`src/rtl/wdt_pkg.sv`:
```
package wdt_pkg;
  localparam int CTRL_W  = 8;
  localparam int PSEL_W  = 3;
  localparam int EN_BIT  = 3;
  localparam int ULK_BIT = 4;
  localparam int N_CODES = 1 << PSEL_W;
endpackage

```
`src/rtl/wdt_ctrl.sv`:
```
module wdt_ctrl
  import wdt_pkg::*;
#(
  parameter int WIN = 4
) (
  input  logic              clk_i,
  input  logic              rst_ni,
  input  logic              wr_i,
  input  logic [ULK_BIT:0]  wdata_i,
  output logic              en_o,
  output logic              ulk_o,
  output logic [PSEL_W-1:0] psel_o
);
  localparam int WIN_W = $clog2(WIN + 1);

  logic             en_q;
  logic [PSEL_W-1:0] psel_q;
  logic [WIN_W-1:0] win_q;
  logic             arm;
  logic             ulk;

  assign ulk = (win_q != '0);
  assign arm = wr_i && wdata_i[ULK_BIT] && wdata_i[EN_BIT];

  always_ff @(posedge clk_i or negedge rst_ni) begin
    if (!rst_ni) begin
      en_q   <= 1'b0;
      psel_q <= '0;
      win_q  <= '0;
    end else begin
      if (wr_i) begin
        psel_q <= wdata_i[PSEL_W-1:0];
        if (wdata_i[EN_BIT]) en_q <= 1'b1;
        else if (ulk)        en_q <= 1'b0;
      end
      // unlock window: armed by both bits, consumed by an accepted disable
      if (arm)                               win_q <= WIN_W'(WIN);
      else if (wr_i && !wdata_i[EN_BIT] && ulk) win_q <= '0;
      else if (ulk)                          win_q <= win_q - 1'b1;
    end
  end

  assign en_o   = en_q;
  assign ulk_o  = ulk;
  assign psel_o = psel_q;
endmodule

```
`src/rtl/wdt_term.sv`:
```
module wdt_term
  import wdt_pkg::*;
#(
  parameter int BASE_LOG2 = 14,
  parameter int CNT_W     = BASE_LOG2 + N_CODES
) (
  input  logic [CNT_W-1:0]  cnt_i,
  input  logic [PSEL_W-1:0] psel_i,
  output logic              term_o
);
  logic [N_CODES-1:0] hit;

  for (genvar g = 0; g < N_CODES; g++) begin : g_code
    localparam logic [CNT_W-1:0] LAST = (CNT_W'(1) << (BASE_LOG2 + g)) - CNT_W'(1);
    // >= so a shortened time-out still terminates on a count already past it
    assign hit[g] = (cnt_i >= LAST);
  end

  assign term_o = hit[psel_i];
endmodule

```
`src/rtl/wdt_count.sv`:
```
module wdt_count #(
  parameter int CNT_W = 22
) (
  input  logic             clk_i,
  input  logic             rst_ni,
  input  logic             en_i,
  input  logic             tick_i,
  input  logic             kick_i,
  input  logic             term_i,
  output logic [CNT_W-1:0] cnt_o,
  output logic             fire_o
);
  logic [CNT_W-1:0] cnt_q;
  logic             fire_q;

  always_ff @(posedge clk_i or negedge rst_ni) begin
    if (!rst_ni) begin
      cnt_q  <= '0;
      fire_q <= 1'b0;
    end else begin
      fire_q <= 1'b0;
      if (!en_i || kick_i) begin
        cnt_q <= '0;
      end else if (tick_i) begin
        if (term_i) begin
          cnt_q  <= '0;
          fire_q <= 1'b1;
        end else begin
          cnt_q <= cnt_q + 1'b1;
        end
      end
    end
  end

  assign cnt_o  = cnt_q;
  assign fire_o = fire_q;
endmodule

```
`src/rtl/wdt_core.sv`:
```
module wdt_core
  import wdt_pkg::*;
#(
  parameter int BASE_LOG2 = 14,
  parameter int WIN       = 4
) (
  input  logic              clk_i,
  input  logic              rst_ni,
  input  logic              tick_i,
  input  logic              kick_i,
  input  logic              wr_i,
  input  logic [CTRL_W-1:0] wdata_i,
  output logic [CTRL_W-1:0] ctrl_o,
  output logic              wdt_rst_o
);
  localparam int CNT_W = BASE_LOG2 + N_CODES;

  logic              en;
  logic              ulk;
  logic [PSEL_W-1:0] psel;
  logic [CNT_W-1:0]  cnt;
  logic              term;
  logic              unused_rsvd;

  assign unused_rsvd = ^wdata_i[CTRL_W-1:ULK_BIT+1];

  wdt_ctrl #(.WIN(WIN)) u_ctrl (
    .clk_i   (clk_i),
    .rst_ni  (rst_ni),
    .wr_i    (wr_i),
    .wdata_i (wdata_i[ULK_BIT:0]),
    .en_o    (en),
    .ulk_o   (ulk),
    .psel_o  (psel)
  );

  wdt_term #(.BASE_LOG2(BASE_LOG2), .CNT_W(CNT_W)) u_term (
    .cnt_i  (cnt),
    .psel_i (psel),
    .term_o (term)
  );

  wdt_count #(.CNT_W(CNT_W)) u_count (
    .clk_i  (clk_i),
    .rst_ni (rst_ni),
    .en_i   (en),
    .tick_i (tick_i),
    .kick_i (kick_i),
    .term_i (term),
    .cnt_o  (cnt),
    .fire_o (wdt_rst_o)
  );

  assign ctrl_o = {{(CTRL_W-ULK_BIT-1){1'b0}}, ulk, en, psel};
endmodule

```
`config.mk`:
```
export PLATFORM = sky130hd
export DESIGN_NAME = wdt_core
export DESIGN_NICKNAME = d
export VERILOG_FILES = /design/src/rtl/wdt_pkg.sv /design/src/rtl/wdt_ctrl.sv /design/src/rtl/wdt_term.sv /design/src/rtl/wdt_count.sv /design/src/rtl/wdt_core.sv
export SDC_FILE = /design/constraint.sdc
export NUM_CORES = 1
export LEC_CHECK = 0
export CAP_MARGIN = 30
export CORE_MARGIN = 8
export CORE_UTILIZATION = 40
export DETAILED_ROUTE_END_ITERATION = 8
export PLACE_DENSITY = 0.64
export RECOVER_POWER = 50
export REMOVE_ABC_BUFFERS = 1
export SLEW_MARGIN = 20
export SYNTH_ARGS = -nofsm -noshare
export SYNTH_HDL_FRONTEND = slang
export SYNTH_HIERARCHICAL = 1
export SYNTH_SLANG_ARGS = --single-unit
```
`constraint.sdc`:
```
create_clock -name clk_i -period 7.28 [get_ports clk_i]
set_input_delay 0.728 -clock clk_i [delete_from_list [all_inputs] [get_ports clk_i]]
set_output_delay 0.728 -clock clk_i [all_outputs]
set_load 0.01 [all_outputs]
```
# Word-level counts from Yosys, hierarchy flattened

Cells that the tools add are included.

Output and inout bits: 9
Register bits: 30
Logic and storage cells: 41
Input bits: 13

Reduce and logical (&&, ||, !) cells: 12
Magnitude comparators: 9
Multiplexer cells: 13
Add/subtract/negate cells: 2

Operator list:

| operator                | number |
|---|---|
| $mux W22                | 3 |
| $add A22 B1 Y22 const B | 1 |
| $ge A22 B14 Y1 const B  | 1 |
| $ge A22 B15 Y1 const B  | 1 |
| $ge A22 B16 Y1 const B  | 1 |
| $ge A22 B17 Y1 const B  | 1 |
| $ge A22 B18 Y1 const B  | 1 |
| $ge A22 B19 Y1 const B  | 1 |
| $ge A22 B20 Y1 const B  | 1 |
| $ge A22 B21 Y1 const B  | 1 |
| $mux W3                 | 3 |
| $mux W1                 | 6 |
| $reduce_bool A3 Y1      | 2 |
| $logic_and A1 B1 Y1     | 4 |
| $lt A3 B4 Y1 const B    | 1 |
| $reduce_bool A2 Y1      | 2 |
| $bmux W1 S3             | 1 |
| $sub A3 B1 Y3 const B   | 1 |
| $logic_not A1 Y1        | 2 |
| $reduce_and A2 Y1       | 1 |
| $logic_or A1 B1 Y1      | 1 |

# Logic depth before layout (Yosys ltp)

Depth in word-level cells: 6
Depth in mapped cells: 10
Depth with buffers taken out: 9

# Cells and area by module

Netlist, hierarchy kept.

By module, submodules not included:

| module    | cells each | seq. area each (µm²) | instances | area an instance (µm²) |
|---|---|---|---|---|
| wdt_count | 141        | 575.6                | 1         | 1310.0 |
| wdt_ctrl  | 33         | 175.2                | 1         | 344.1 |
| wdt_term  | 30         | 0.0                  | 1         | 175.2 |
| wdt_core  | 6          | 0.0                  | 1         | 41.3 |

# Worst setup path after synthesis

OpenSTA, ideal clock, no wires.

Path kind: register to register
Start: reg u_count.cnt_q[20] (netlist: u_count/cnt_o[20])
End: reg u_count.cnt_q[10] (netlist: u_count/cnt_o[10])
Library setup time: 0.069 ns
Setup slack: 4.869 ns
Required time: 7.211 ns
Stages on the path, launching flop included: 10
Path buffers: 1
Data arrival time: 2.342 ns
Period minus slack after synthesis: 2.411 ns
Path through: dfrtp_1 nor3_1 o2111ai_1 a41oi_1 a211o_1 o311ai_1 or3b_1 clkbuf_1 or4_1 nand3_1

Cells in the longest elaborated chain, start to end: 6
Elaborated cells on any way between the ends: 13
Classes of those cells: order compare: 8; mux: 5

Ends and longest elaborated chain:

| what                                         | line            | source |
|---|---|---|
| from (decl)                                  | wdt_count.sv:13 | `logic [CNT_W-1:0] cnt_q;` |
| from (signal assigned)                       | wdt_count.sv:29 | `cnt_q <= cnt_q + 1'b1;` |
| $ge A22 B14 Y1, or another cell as far along | wdt_term.sv:16  | `assign hit[g] = (cnt_i >= LAST);` |
| $bmux W1 S3 *                                | wdt_term.sv:19  | `assign term_o = hit[psel_i];` |
| $mux W1 (implied by the code) *              | wdt_term.sv:19  |  |
| named net term                               | wdt_core.sv:22  | `logic term;` |
| $mux W22 *                                   | wdt_count.sv:25 | `if (term_i) begin` |
| $mux W22 *                                   | wdt_count.sv:24 | `end else if (tick_i) begin` |
| $mux W22 *                                   | wdt_count.sv:22 | `if (!en_i \|\| kick_i) begin` |

The timed path passes the listed nets; every way through them passes the cells marked *. The select of a mux whose other input is x is not followed.
A chain may end at the register's enable or synchronous reset.

# Worst setup path after layout

Start: reg u_count.cnt_q[9] (netlist: u_count/cnt_o[9])
End: reg u_count.cnt_q[21] (netlist: u_count/cnt_o[21])

The elaborated chain is that of the path after synthesis.

==> metrics.md <==
| Metric | Value |
|---|---|
| Final setup margin | `4470 ps` |
| GRT Residual Overflow | `0` |
| Initial antenna violation count | `0` |
| Largest family of logic cells by synthesized area | `simple AND/OR/NAND/NOR gates` |
| Via density | `5.64` |
| Max clock buf depth | `2` |
| Worst EP required | `7430 ps` |
| Final setup TNS | `0 ps` |
| Final setup fails | `0` |
| Normalized max-slew margin | `-10.8%` |
| Layout area overhead | `12.8%` |
| Mean routed wirelength per cell | `14.7 um` |
| ANT nets after route | `0` |
| VDD IR max | `0.0672 mV` |
| Post-Route WL | `4.10 mm` |
| Worst skew pair latency | `270 ps` |
| Syn Inst Count | `210` |
| Fin cells | `279` |
| Die W | `84.4 um` |
| First-pass GRT wire length | `7.19 mm` |
| Failing checks | `max-capacitance violations, max-slew violations` |
| Synth area leader | `dfrtp_1` |
| Status | `complete, but fails checks` |
| Clock Root Buffer | `clkbuf_8` |
| Initial core utilization | `40.4%` |
| CTS resizes | `0` |
| Via count | `1573` |
| Worst-path fanout max | `7` |
| Async SR Flop Fraction | `100%` |
| CTS clk-pin slew, worst paths | `60 ps` |
| Post-CTS Hold Buffers | `0` |
| Placed Cells | `272` |
| Primary FF master, synth | `dfrtp_1` |
| Final min period | `2810 ps` |
| Synth cell types | `54` |
| Synthesis-stage register bit count | `30` |
| Worst hold stages | `2` |
| Fillers | `461` |
| Worst-case reg-to-reg path depth | `8` |
| EDFF count, synth | `0` |
| Multiplexer share of the synthesized area | `1.81%` |
| Die area | `0.00712 sq mm` |
| Hpwl dp | `2.86 mm` |
| Sink Count | `30` |
| Initial DRC count | `129` |
| Crit path kind | `reg2reg` |
| Nets | `241` |
| Final instance area | `0.00211 sq mm` |
| Mapped Area | `0.00187 sq mm` |
| Largest net degree at the start of global routing | `31` |
| Global-route usage over all layers | `12.4%` |
| Clock Skews | `3.85 ps` |
| Final Slew Violations | `31` |
| CTS tree | `done` |
| Post-synth top cells | `dfrtp_1 (30), nand2_1 (29), nor2_1 (15), a21oi_1 (14)` |
| H-tree depth | `2` |
| Placed Area | `0.00204 sq mm` |
| Syn avg cell area | `8.91 sq um` |
| MaxCap Viol Count | `1` |
| Dominant cells by area after synthesis | `dfrtp_1 (40%), nand2_1 (5.8%), a21oi_1 (3.7%)` |
| RSZ-0062 raised after global routing | `false` |
| Site Rows | `25` |
| Setup slack after placement | `4480 ps` |
| Slew at the pin closest to its max-slew limit | `1660 ps` |
| Adder-cell share of the synthesized area | `2.01%` |
| Layout Utilization | `45.6%` |
| Synth Area in Compound Gates | `18.2%` |
| I/O pin count | `22` |
| TritonRoute pass-1 iters | `4` |
| Highest clock rate | `356 MHz` |
| Synth Area in XOR/XNOR | `2.34%` |
| Synth top area share | `40.1%` |
| IO Port Bufs | `15` |
| Worst path arrival time | `2960 ps` |
| Fin crit share | `38.6%` |
| Die height | `84.4 um` |
| Num CTS Buffers | `5` |
| Layout cell share with drive strength beyond 1 | `9.33%` |
| Vias in the first global route | `1465` |
| N_diodes | `0` |
| Simple-gate share of the synthesized area | `30.2%` |
| Synth Warn # | `6` |
| Most numerous cell in the Yosys netlist | `dfrtp_1` |
| DRC | `0` |
| Total core area | `0.00463 sq mm` |
| Final Hold Fails | `0` |
| Endpoint class of the critical path | `flip-flop` |
| Critical Path Start Type | `flip-flop` |
| GP Congestion | `0.800` |
| Hold WC Path Type | `reg2reg` |
| Leak pwr | `0.866 nW` |
| Post-CTS Setup Bufs | `0` |
| Power Dens Cells | `197 mW/mm^2` |
| Sequential share of the synthesized area | `40.1%` |
## state kept, by name (all words and copies together), names as in the netlist
register,flops
u_ctrl/psel_o,3
u_ctrl/en_o,1
u_count/cnt_o,22
u_ctrl/win_q,3
u_count/fire_o,1
## report_power, final
group          internal (W)  leakage, nW  switching (W)
Combinational     0.0000466        0.423      0.0000552
Sequential         0.000179        0.404      0.0000108
Clock             0.0000656       0.0383      0.0000574
Total              0.000292        0.866       0.000123
## path summary, 6_finish.rpt
path                                  start  slack (ps)                 to
min in group asynchronous            rst_ni        1410  u_count/cnt_o[10]
min                         u_ctrl/win_q[0]         510    u_ctrl/win_q[0]
max in group asynchronous            rst_ni        4900   u_count/cnt_o[7]
max                        u_count/cnt_o[9]        4470  u_count/cnt_o[21]
max reg2reg                u_count/cnt_o[9]        4470  u_count/cnt_o[21]
min reg2reg                 u_ctrl/win_q[0]         510    u_ctrl/win_q[0]
## cell families (layout without fill, tap and decap cells)
family | count (synthesis) | in the layout
flip-flops | 30 | 30
multiplexers | 3 | 3
AO/OA/AOI/OAI | 51 | 51
AND/OR/NAND/NOR | 99 | 99
other | 1 | 3
buffers and inverters | 18 | 31
adder cells (fa/ha/maj) | 3 | 3
XOR/XNOR | 5 | 5
## critical path, cell delays in order (launching register included)
cell and delay [ps]:
dfrtp_1 480, nand4_2 110, nor4_2 440, nand3_1 120
o311ai_1 560, nand4bb_1 350, nor3_1 80, and3_2 200
or3_1 340
## layout by cell type, fill, tap and decap left out, types with 7 or more instances in the layout
| master | netlist | final |
|---|---|---|
| clkdlybuf4s50_1 | 0 | 13 |
| nand2_1 | 29 | 29 |
| or3_1 | 7 | 7 |
| nor2_1 | 15 | 15 |
| nor3_1 | 7 | 7 |
| nand3_1 | 10 | 10 |
| dfrtp_1 | 30 | 30 |
| inv_1 | 7 | 7 |
| o21ai_0 | 10 | 10 |
| a21oi_1 | 14 | 14 |
## layer usage
metal  global-route usage, %  vias to the layer above  wire [um]
met5                       0                        -          0
met4                    4.85                        0         40
met3                    3.22                        2        187
met2                    18.8                       39       1880
met1                    16.2                      730       1980
li1                        -                      802          -
## stage by stage
stage	total power, W	hold slack (ps)
after detailed placement	0.000296	509
after floorplan	0.000256	432
after global placement	0.000292	503
after CTS	0.000423	523
final	0.000415	515
after global routing	0.000440	536
## cell type report
type / instances / area, sq um / share of cell area (%)
Clock buffer: 7 / 76.3 / 3.62
Inverter: 7 / 26.3 / 1.24
Timing Repair Buffer: 17 / 159 / 7.53
Sequential cell: 30 / 751 / 35.6
Tap cell: 54 / 67.6 / 3.20
Multi-Input combinational cell: 164 / 1030 / 48.8
Note: power is estimated with default switching activity, not from simulation.
